===== config.mk =====
export PLATFORM = sky130hd
export DESIGN_NAME = trap_ctrl
export DESIGN_NICKNAME = d
export VERILOG_FILES = /design/src/rtl/trap_pkg.sv /design/src/rtl/trap_status.sv /design/src/rtl/trap_cause.sv /design/src/rtl/trap_pc.sv /design/src/rtl/trap_ctrl.sv
export SDC_FILE = /design/constraint.sdc
export NUM_CORES = 1
export LEC_CHECK = 0
export ABC_AREA = 1
export BUFFER_PORTS_ARGS = -buffer_cell sky130_fd_sc_hd__buf_4
export CORE_MARGIN = 8
export CORE_UTILIZATION = 46
export CTS_BUF_LIST = sky130_fd_sc_hd__clkbuf_4 sky130_fd_sc_hd__clkbuf_8
export CTS_CLUSTER_SIZE = 40
export DETAILED_ROUTE_END_ITERATION = 10
export GPL_ROUTABILITY_DRIVEN = 0
export GPL_TIMING_DRIVEN = 1
export PLACE_DENSITY_LB_ADDON = 0.2
export SETUP_SLACK_MARGIN = 0.4
export SYNTH_ARGS = -nofsm -noshare
export SYNTH_HDL_FRONTEND = slang
export SYNTH_HIERARCHICAL = 1
export SYNTH_SLANG_ARGS = --single-unit

===== constraint.sdc =====
create_clock -name clk -period 3.24 [get_ports clk]
set_input_delay 0.648 -clock clk [delete_from_list [all_inputs] [get_ports clk]]
set_output_delay 0.648 -clock clk [all_outputs]
set_load 0.1 [all_outputs]

===== src/rtl/trap_pkg.sv =====
package trap_pkg;
  localparam int XLEN      = 32;
  localparam int CODE_W    = 5;
  localparam int IDX_W     = 4;
  localparam int MODE_W    = 6;
  localparam int IRQ_BIT   = 10;
  localparam int BEV_BIT   = 22;
  localparam int BD_BIT    = 31;
  localparam int CODE_LSB  = 2;
  localparam logic [IDX_W-1:0] IDX_STATUS = 4'd12;
  localparam logic [IDX_W-1:0] IDX_CAUSE  = 4'd13;
  localparam logic [IDX_W-1:0] IDX_EPC    = 4'd14;
  localparam logic [XLEN-1:0]  CAUSE_KEEP = 32'h3000_FF00;
  localparam logic [XLEN-1:0]  CAUSE_SWWR = 32'h0000_0300;
  localparam logic [CODE_W-1:0] CODE_IRQ  = '0;
endpackage


===== src/rtl/trap_status.sv =====
module trap_status
  import trap_pkg::*;
(
  input  logic            clk,
  input  logic            rst_n,
  input  logic            push,
  input  logic            pop,
  input  logic            wr_en,
  input  logic [XLEN-1:0] wr_data,
  output logic [XLEN-1:0] sr_q
);
  logic [XLEN-1:0] sr_d;
  logic            sr_en;

  always_comb begin
    sr_d  = sr_q;
    sr_en = push | wr_en | pop;
    if (push) begin
      sr_d[MODE_W-1:0] = {sr_q[MODE_W-3:0], 2'b00};
    end else if (wr_en) begin
      sr_d = wr_data;
    end else if (pop) begin
      sr_d[MODE_W-3:0] = sr_q[MODE_W-1:2];
    end
  end

  always_ff @(posedge clk or negedge rst_n) begin
    if (!rst_n)     sr_q <= '0;
    else if (sr_en) sr_q <= sr_d;
  end
endmodule


===== src/rtl/trap_cause.sv =====
module trap_cause
  import trap_pkg::*;
(
  input  logic              clk,
  input  logic              rst_n,
  input  logic              pending,
  input  logic              take,
  input  logic              irq_take,
  input  logic [CODE_W-1:0] code,
  input  logic              bd,
  input  logic              wr_en,
  input  logic [XLEN-1:0]   wr_data,
  output logic [XLEN-1:0]   cause_q,
  output logic [XLEN-1:0]   cause_eff
);
  logic [XLEN-1:0] cause_d;

  always_comb begin
    cause_eff          = cause_q;
    cause_eff[IRQ_BIT] = pending;
  end

  always_comb begin
    cause_d = cause_eff;
    if (take) begin
      cause_d = cause_eff & CAUSE_KEEP;
      cause_d[CODE_LSB +: CODE_W] = code;
      cause_d[BD_BIT] = bd;
      if (irq_take) cause_d[IRQ_BIT] = 1'b0;
    end else if (wr_en) begin
      cause_d = (cause_eff & ~CAUSE_SWWR) | (wr_data & CAUSE_SWWR);
    end
  end

  always_ff @(posedge clk or negedge rst_n) begin
    if (!rst_n) cause_q <= '0;
    else        cause_q <= cause_d;
  end
endmodule


===== src/rtl/trap_pc.sv =====
module trap_pc
  import trap_pkg::*;
#(
  parameter logic [XLEN-1:0] RESET_PC = 32'hBFC0_0000
) (
  input  logic            clk,
  input  logic            rst_n,
  input  logic            redirect,
  input  logic [XLEN-1:0] target,
  input  logic            step,
  input  logic [XLEN-1:0] epc_val,
  output logic [XLEN-1:0] pc_q,
  output logic [XLEN-1:0] pred_q,
  output logic [XLEN-1:0] epc_q
);
  localparam logic [XLEN-1:0] WORD = XLEN'(4);
  logic [XLEN-1:0] pc_d, pred_d;
  logic            pc_en;

  always_comb begin
    pc_en  = redirect | step;
    pc_d   = pred_q;
    pred_d = pred_q + WORD;
    if (redirect) begin
      pc_d   = target;
      pred_d = target + WORD;
    end
  end

  always_ff @(posedge clk or negedge rst_n) begin
    if (!rst_n) begin
      pc_q   <= RESET_PC;
      pred_q <= RESET_PC + WORD;
    end else if (pc_en) begin
      pc_q   <= pc_d;
      pred_q <= pred_d;
    end
  end

  always_ff @(posedge clk or negedge rst_n) begin
    if (!rst_n)        epc_q <= '0;
    else if (redirect) epc_q <= epc_val;
  end
endmodule


===== src/rtl/trap_ctrl.sv =====
module trap_ctrl
  import trap_pkg::*;
#(
  parameter logic [XLEN-1:0] RESET_PC   = 32'hBFC0_0000,
  parameter logic [XLEN-1:0] VEC_NORMAL = 32'h8000_0080,
  parameter logic [XLEN-1:0] VEC_BOOT   = 32'hBFC0_0180
) (
  input  logic              clk,
  input  logic              rst_n,
  input  logic [XLEN-1:0]   irq_stat_i,
  input  logic [XLEN-1:0]   irq_mask_i,
  input  logic              exc_req_i,
  input  logic [CODE_W-1:0] exc_code_i,
  input  logic [XLEN-1:0]   cur_pc_i,
  input  logic              in_delay_i,
  input  logic              step_i,
  input  logic              rfe_i,
  input  logic              cp_we_i,
  input  logic [IDX_W-1:0]  cp_addr_i,
  input  logic [XLEN-1:0]   cp_wdata_i,
  output logic [XLEN-1:0]   cp_rdata_o,
  output logic              trap_o,
  output logic [XLEN-1:0]   fetch_pc_o,
  output logic [XLEN-1:0]   fetch_pred_o
);
  logic [XLEN-1:0]   sr_q, cause_q, cause_eff, epc_q, vec, epc_val;
  logic              pending, irq_take, take, sr_we, cause_we, pop;
  logic [CODE_W-1:0] code;

  assign pending  = |(irq_stat_i & irq_mask_i);
  assign irq_take = sr_q[0] & (|(sr_q[15:8] & cause_eff[15:8]));
  assign take     = exc_req_i | irq_take;
  assign code     = exc_req_i ? exc_code_i : CODE_IRQ;
  assign vec      = sr_q[BEV_BIT] ? VEC_BOOT : VEC_NORMAL;
  assign epc_val  = in_delay_i ? (cur_pc_i - XLEN'(4)) : cur_pc_i;
  assign sr_we    = cp_we_i & ~take & (cp_addr_i == IDX_STATUS);
  assign cause_we = cp_we_i & ~take & (cp_addr_i == IDX_CAUSE);
  assign pop      = rfe_i & ~take;
  assign trap_o   = take;

  trap_status u_status (
    .clk(clk), .rst_n(rst_n), .push(take), .pop(pop),
    .wr_en(sr_we), .wr_data(cp_wdata_i), .sr_q(sr_q)
  );

  trap_cause u_cause (
    .clk(clk), .rst_n(rst_n), .pending(pending), .take(take),
    .irq_take(irq_take & ~exc_req_i), .code(code), .bd(in_delay_i),
    .wr_en(cause_we), .wr_data(cp_wdata_i),
    .cause_q(cause_q), .cause_eff(cause_eff)
  );

  trap_pc #(.RESET_PC(RESET_PC)) u_pc (
    .clk(clk), .rst_n(rst_n), .redirect(take), .target(vec),
    .step(step_i), .epc_val(epc_val),
    .pc_q(fetch_pc_o), .pred_q(fetch_pred_o), .epc_q(epc_q)
  );

  always_comb begin
    case (cp_addr_i)
      IDX_STATUS: cp_rdata_o = sr_q;
      IDX_CAUSE:  cp_rdata_o = cause_q;
      IDX_EPC:    cp_rdata_o = epc_q;
      default:    cp_rdata_o = '0;
    endcase
  end
endmodule


# After elaboration in Yosys (flattened, before gate mapping)
# Index checks and enable logic that the tools add are counted.
[word_totals]
regBits = 160
inputBits = 144
word_cells = 52
out_inout_bits = 97
[op_classes]
bitwise = 15
n_eq_ne = 3
reduce_logical = 9
addsub = 3
mux = 13
[ops]
columns = ["op", "n"]
rows = [
  ["2-to-1 mux 32 bit", 5],
  ["one-hot mux 32 bit (3 select lines)", 1],
  ["adder 32 x 3 -> 32 bit, second input constant", 2],
  ["bitwise AND 32 bit", 1],
  ["bitwise OR 32 x 10 -> 32 bit", 1],
  ["OR reduction 32 bit", 1],
  ["subtractor 32 x 3 -> 32 bit, second input constant", 1],
  ["2-to-1 mux 30 bit", 1],
  ["equality test 4 bit, second input constant", 3],
  ["bitwise AND 8 bit", 1],
  ["2-to-1 mux 4 bit", 2],
  ["OR reduction 8 bit", 1],
  ["bitwise AND 1 bit", 6],
  ["2-to-1 mux 6 bit", 1],
  ["AND reduction 2 bit", 3],
  ["2-to-1 mux 5 bit", 1],
  ["bitwise OR 1 bit", 4],
  ["nonzero test 2 bit", 2],
  ["AND reduction 3 bit", 1],
  ["nonzero test 3 bit", 1],
  ["2-to-1 mux 2 bit", 1],
  ["NOT 1 bit", 2],
  ["2-to-1 mux 1 bit", 1],
]

# Depth between registers and ports, before layout
[depth]
word_depth = 12
mapped_depth = 23
mapped_depth_nobuf = 21

# By module
# The synthesis kept the hierarchy.
[by_module_without_submodules]
columns = ["mod", "n_inst", "cells_each", "area_each_um2"]
rows = [
  ["trap_pc", 1, 640, 4712.0],
  ["trap_ctrl", 1, 396, 1829.3],
  ["trap_status", 1, 155, 1372.6],
  ["trap_cause", 1, 93, 763.2],
]

# Worst setup path before layout
# Ideal clock, no wire load.
[synth_path]
kind = "input to register"
startpoint = "input irq_stat_i[29]"
endpoint = "register u_pc.pred_q[30]"
stages = 23
setup_time_ns = 0.127
t_arrival_ns = 3.726
n_path_buf = 2
setup_slack_ns = -0.613
path_cell_list = "nand2_1 -> nand4_1 -> nor2_1 -> nand4_1 -> buf_4 -> nand2_1 -> nand2_1 -> nor2_1 -> nand2_1 -> nand2_1 -> nand2_1 -> buf_4 -> nand2_1 -> o21ai_1 -> inv_1 -> ha_1 -> nand2_1 -> nor2_2 -> nand2_1 -> nor2_2 -> nand2_1 -> nand2_1 -> nand3_1"
[synth_between]
elab_chain_cells = 7
elab_cells_between_ends = 8
[synth_rtl]
columns = ["element", "line_no", "text"]
rows = [
  ["start, declared", "trap_ctrl.sv:10", "input logic [XLEN-1:0] irq_stat_i,"],
  ["bitwise AND 32 bit *", "trap_ctrl.sv:30", "assign pending = |(irq_stat_i & irq_mask_i);"],
  ["OR reduction 32 bit *", "trap_ctrl.sv:30", ""],
  ["net pending", "trap_ctrl.sv:27", "logic pending, irq_take, take, sr_we, cause_we, pop;"],
  ["bitwise AND 8 bit *", "trap_ctrl.sv:31", "assign irq_take = sr_q[0] & (|(sr_q[15:8] & cause_eff[15:8]));"],
  ["OR reduction 8 bit *", "trap_ctrl.sv:31", ""],
  ["bitwise AND 1 bit *", "trap_ctrl.sv:31", ""],
  ["bitwise OR 1 bit *", "trap_ctrl.sv:32", "assign take = exc_req_i | irq_take;"],
  ["net trap_o", "trap_ctrl.sv:22", "output logic trap_o,"],
  ["2-to-1 mux 32 bit / bitwise OR 1 bit (equally long branches)", "trap_pc.sv:24, trap_pc.sv:21", ""],
  ["end signal, assigned", "trap_pc.sv:33", "pred_q <= RESET_PC + WORD;"],
  ["end signal, assigned", "trap_pc.sv:36", "pred_q <= pred_d;"],
  ["end, declared", "trap_pc.sv:13", "output logic [XLEN-1:0] pred_q,"],
]
# The timed path passes the listed nets; every way through them passes the cells marked *.
# A chain may end at the register's enable or synchronous reset.

# Worst setup path after layout
[layout_path]
startpoint = "input irq_stat_i[13]"
endpoint = "output trap_o"
[layout_between]
elab_chain_cells = 6
[layout_rtl]
columns = ["element", "line_no"]
rows = [
  ["bitwise AND 32 bit", "trap_ctrl.sv:30"],
  ["OR reduction 32 bit", "trap_ctrl.sv:30"],
  ["net pending", "trap_ctrl.sv:27"],
  ["bitwise AND 8 bit", "trap_ctrl.sv:31"],
  ["OR reduction 8 bit", "trap_ctrl.sv:31"],
  ["bitwise AND 1 bit", "trap_ctrl.sv:31"],
  ["bitwise OR 1 bit", "trap_ctrl.sv:32"],
  ["end, declared", "trap_ctrl.sv:22"],
]
# The timed path passes the listed nets, and every way through them passes these cells.

==> out/results.txt <==
The run finished with clean final reports. Clock latency on the worst-skew pair, taken at its later pin, is 0.45 ns. The average wire per standard cell works out to 14.90 um.

The tools report the die outline area as 23190 um2. The total of buffers placed on input and output ports was 240; the remaining routing DRC violations was 0. The run gives 42720 um as the wire length of the first global-routing pass. The proportion of layout cells with a drive suffix above 1 was 0.2765; the worst-case hold slack was 0.1896 ns.

The library cell used most frequently in the layout, excluding fill and tap cells, is sky130_fd_sc_hd__nand2_1. The run gives 2.11 ns as the data arrival at the endpoint of the critical path. Clock-pin slew was measured on the worst setup and hold paths at 0.08 ns. The run gives 8593 as the via count of the first global-routing pass. From left edge to right edge, the die measures 152.3 um. 0 antenna diodes ended up in the layout. For the initial antenna violation count, the log shows 0. The type of the most critical hold path was in2async. For the combined area of all synthesized cells, the log shows 8542 um2. STA classifies the critical path startpoint as a primary input. The global-route usage over all layers is 0.2237, and the highest clock frequency the design can meet is 362.2 MHz.

The effective utilization at floorplan came out at 0.4628. In the layout the commonest cells are sky130_fd_sc_hd__nand2_1 (580), sky130_fd_sc_hd__buf_4 (259), sky130_fd_sc_hd__nor2_1 (131), sky130_fd_sc_hd__dfrtp_1 (118), sky130_fd_sc_hd__nand3_1 (90). The worst ir drop on vdd is 219.1 uV.

Counting along the longest clock path gives a buffer depth of 2. The tools report the standby leakage power as 0.006043 uW. The tools report the count of nets left with antenna violations after detail routing as 0. The run gives 4 as the H-tree depth reported by CTS. Counting the fill cells in the layout gives 1784. Setup repair after global routing left no endpoint under its margin. Count of maximum capacitance violations: 0.

The run gives 137 as the number of clock sinks. For the worst flop-to-flop path, the logic depth is 17. The final layout contains 1670 nets. For the finished layout, the period the worst path requires is 2.761 ns. Global routing finished with a remaining overflow of 0. Floorplan core area: 18460 um2.

The tools report the clock tree root driver cell as sky130_fd_sc_hd__clkbuf_8. The average vias per placed instance was 4.889. The critical path starts at irq_stat_i[13]. The sum of net half-perimeters after detailed placement is 20280 um, and the die outline height is 152.3 um. The run gives 8658 as the detailed-route via count.

The post-route fraction of the period consumed by the critical path works out to 0.8521. Largest fanout on the critical path: 9. Summed over all layers, the routed wires come to 26380 um. Setup violations remaining at the end of the flow were counted as 0. Entering global routing, the biggest net connects 68 pins. The worst setup path is captured at an output pin. Yosys printed 6 warnings. The iteration-0 DRC count of the detailed router came out at 477. The clock arrives with 0.01308 ns of skew. The first TritonRoute pass finished after 5 iterations.

The tools report the total number of placement rows as 50. The tools report the source of the worst register-to-register timing path as u_cause/cause_q[8]. The final core area utilization was 0.6071. The number of instances in the synthesized netlist came out at 1266. Endpoint of the worst-slack reg-to-reg timing path: u_pc/pred_q[22]. The logs give 17 for the total clock buffers created by CTS and 241 for the top-level port count. The area growth from synthesis to final layout came out at 31.17%. The worst setup path is of the in2out kind.

TritonCTS built the clock tree. For the final number of hold-violating endpoints, the log shows 0. For the headroom to the max-slew limit, the log shows 0.5764. Dividing the synthesized area by the synthesized cell count gives 6.747 um2. At the pin with the least slew margin, the transition time is 0.6354 ns. The max-slew violation total from the final report was 0. Power spread over the standard cell area amounts to 479.6 nW/um2.

Across all register-to-register paths, the minimum setup slack is 0.80 ns. STA puts the critical path data required time at 2.59 ns.
cell type report:
class,count,area (um2),share of cell area
Inverter,65,246.5,0.02200
Clock inverter,14,148.9,0.01329
Sequential cell,137,3452,0.3081
Timing Repair Buffer,268,2107,0.1881
Tap cell,234,292.8,0.02613
Multi-Input combinational cell,1035,4716,0.4209
Clock buffer,18,241.5,0.02155
routing by layer:
layer,part of all wire,track usage,vias to the layer above
met5,0,0,-
met4,0.022,0.08234,0
met3,0.056,0.04084,44
met2,0.49,0.3782,273
met1,0.43,0.2807,3970
li1,-,-,4371
flip-flops by register name, indices dropped and copies added (netlist names):
signal           cells
u_pc/pc_q           32
u_pc/epc_q          32
u_pc/pred_q         32
u_cause/cause_q      9
u_status/sr_q       32
per-stage QoR:
step                      setup TNS (ns)  cell area [um2]  power, uW  cells  setup slack, ns
after global placement          -0.01858            10580       3949   1731        -0.009628
after CTS                              0            10980       5378   1763           0.4046
after floorplan                        0             8805       3472   1314           0.3114
after detailed placement         -0.2720            10580       3971   1731         -0.05119
final                                  0            11200       5373   1771           0.4792
after global routing                   0            11200       5615   1771           0.2915
worst max path at each step:
stage,to,slack (ns),cells after the start
after global placement,u_pc/pred_q[20],-0.01,21
after CTS,trap_o,0.40,13
after floorplan,u_pc/pred_q[30],0.31,23
after global routing,u_pc/pred_q[30],0.29,22
after detailed placement,u_pc/pred_q[30],-0.05,22
final,trap_o,0.48,13
where the power goes:
group	switching (uW)	total (uW)	internal, uW
logic	1430	1900	476
registers	143	2070	1930
clock network	702	1400	696
critical path, stage by stage:
cell	delay (ns)
sky130_fd_sc_hd__buf_4	0.11
sky130_fd_sc_hd__nand2_1	0.07
sky130_fd_sc_hd__nand4_1	0.09
sky130_fd_sc_hd__nor2_2	0.17
sky130_fd_sc_hd__nand4_1	0.15
sky130_fd_sc_hd__nand2_1	0.09
sky130_fd_sc_hd__nand2_1	0.05
sky130_fd_sc_hd__nor2_1	0.11
sky130_fd_sc_hd__nand2_1	0.11
sky130_fd_sc_hd__nand2_4	0.11
sky130_fd_sc_hd__nand2_8	0.09
sky130_fd_sc_hd__buf_12	0.14
sky130_fd_sc_hd__buf_12	0.15
repair_timing:
action,in CTS,in global routing
resized for setup,3,48
buffers inserted,0,7
cloned,0,1
pin swaps,0,13
endpoints found under the setup margin,1,24
hold buffers,0,0
Power figures use the tool's default switching activity.
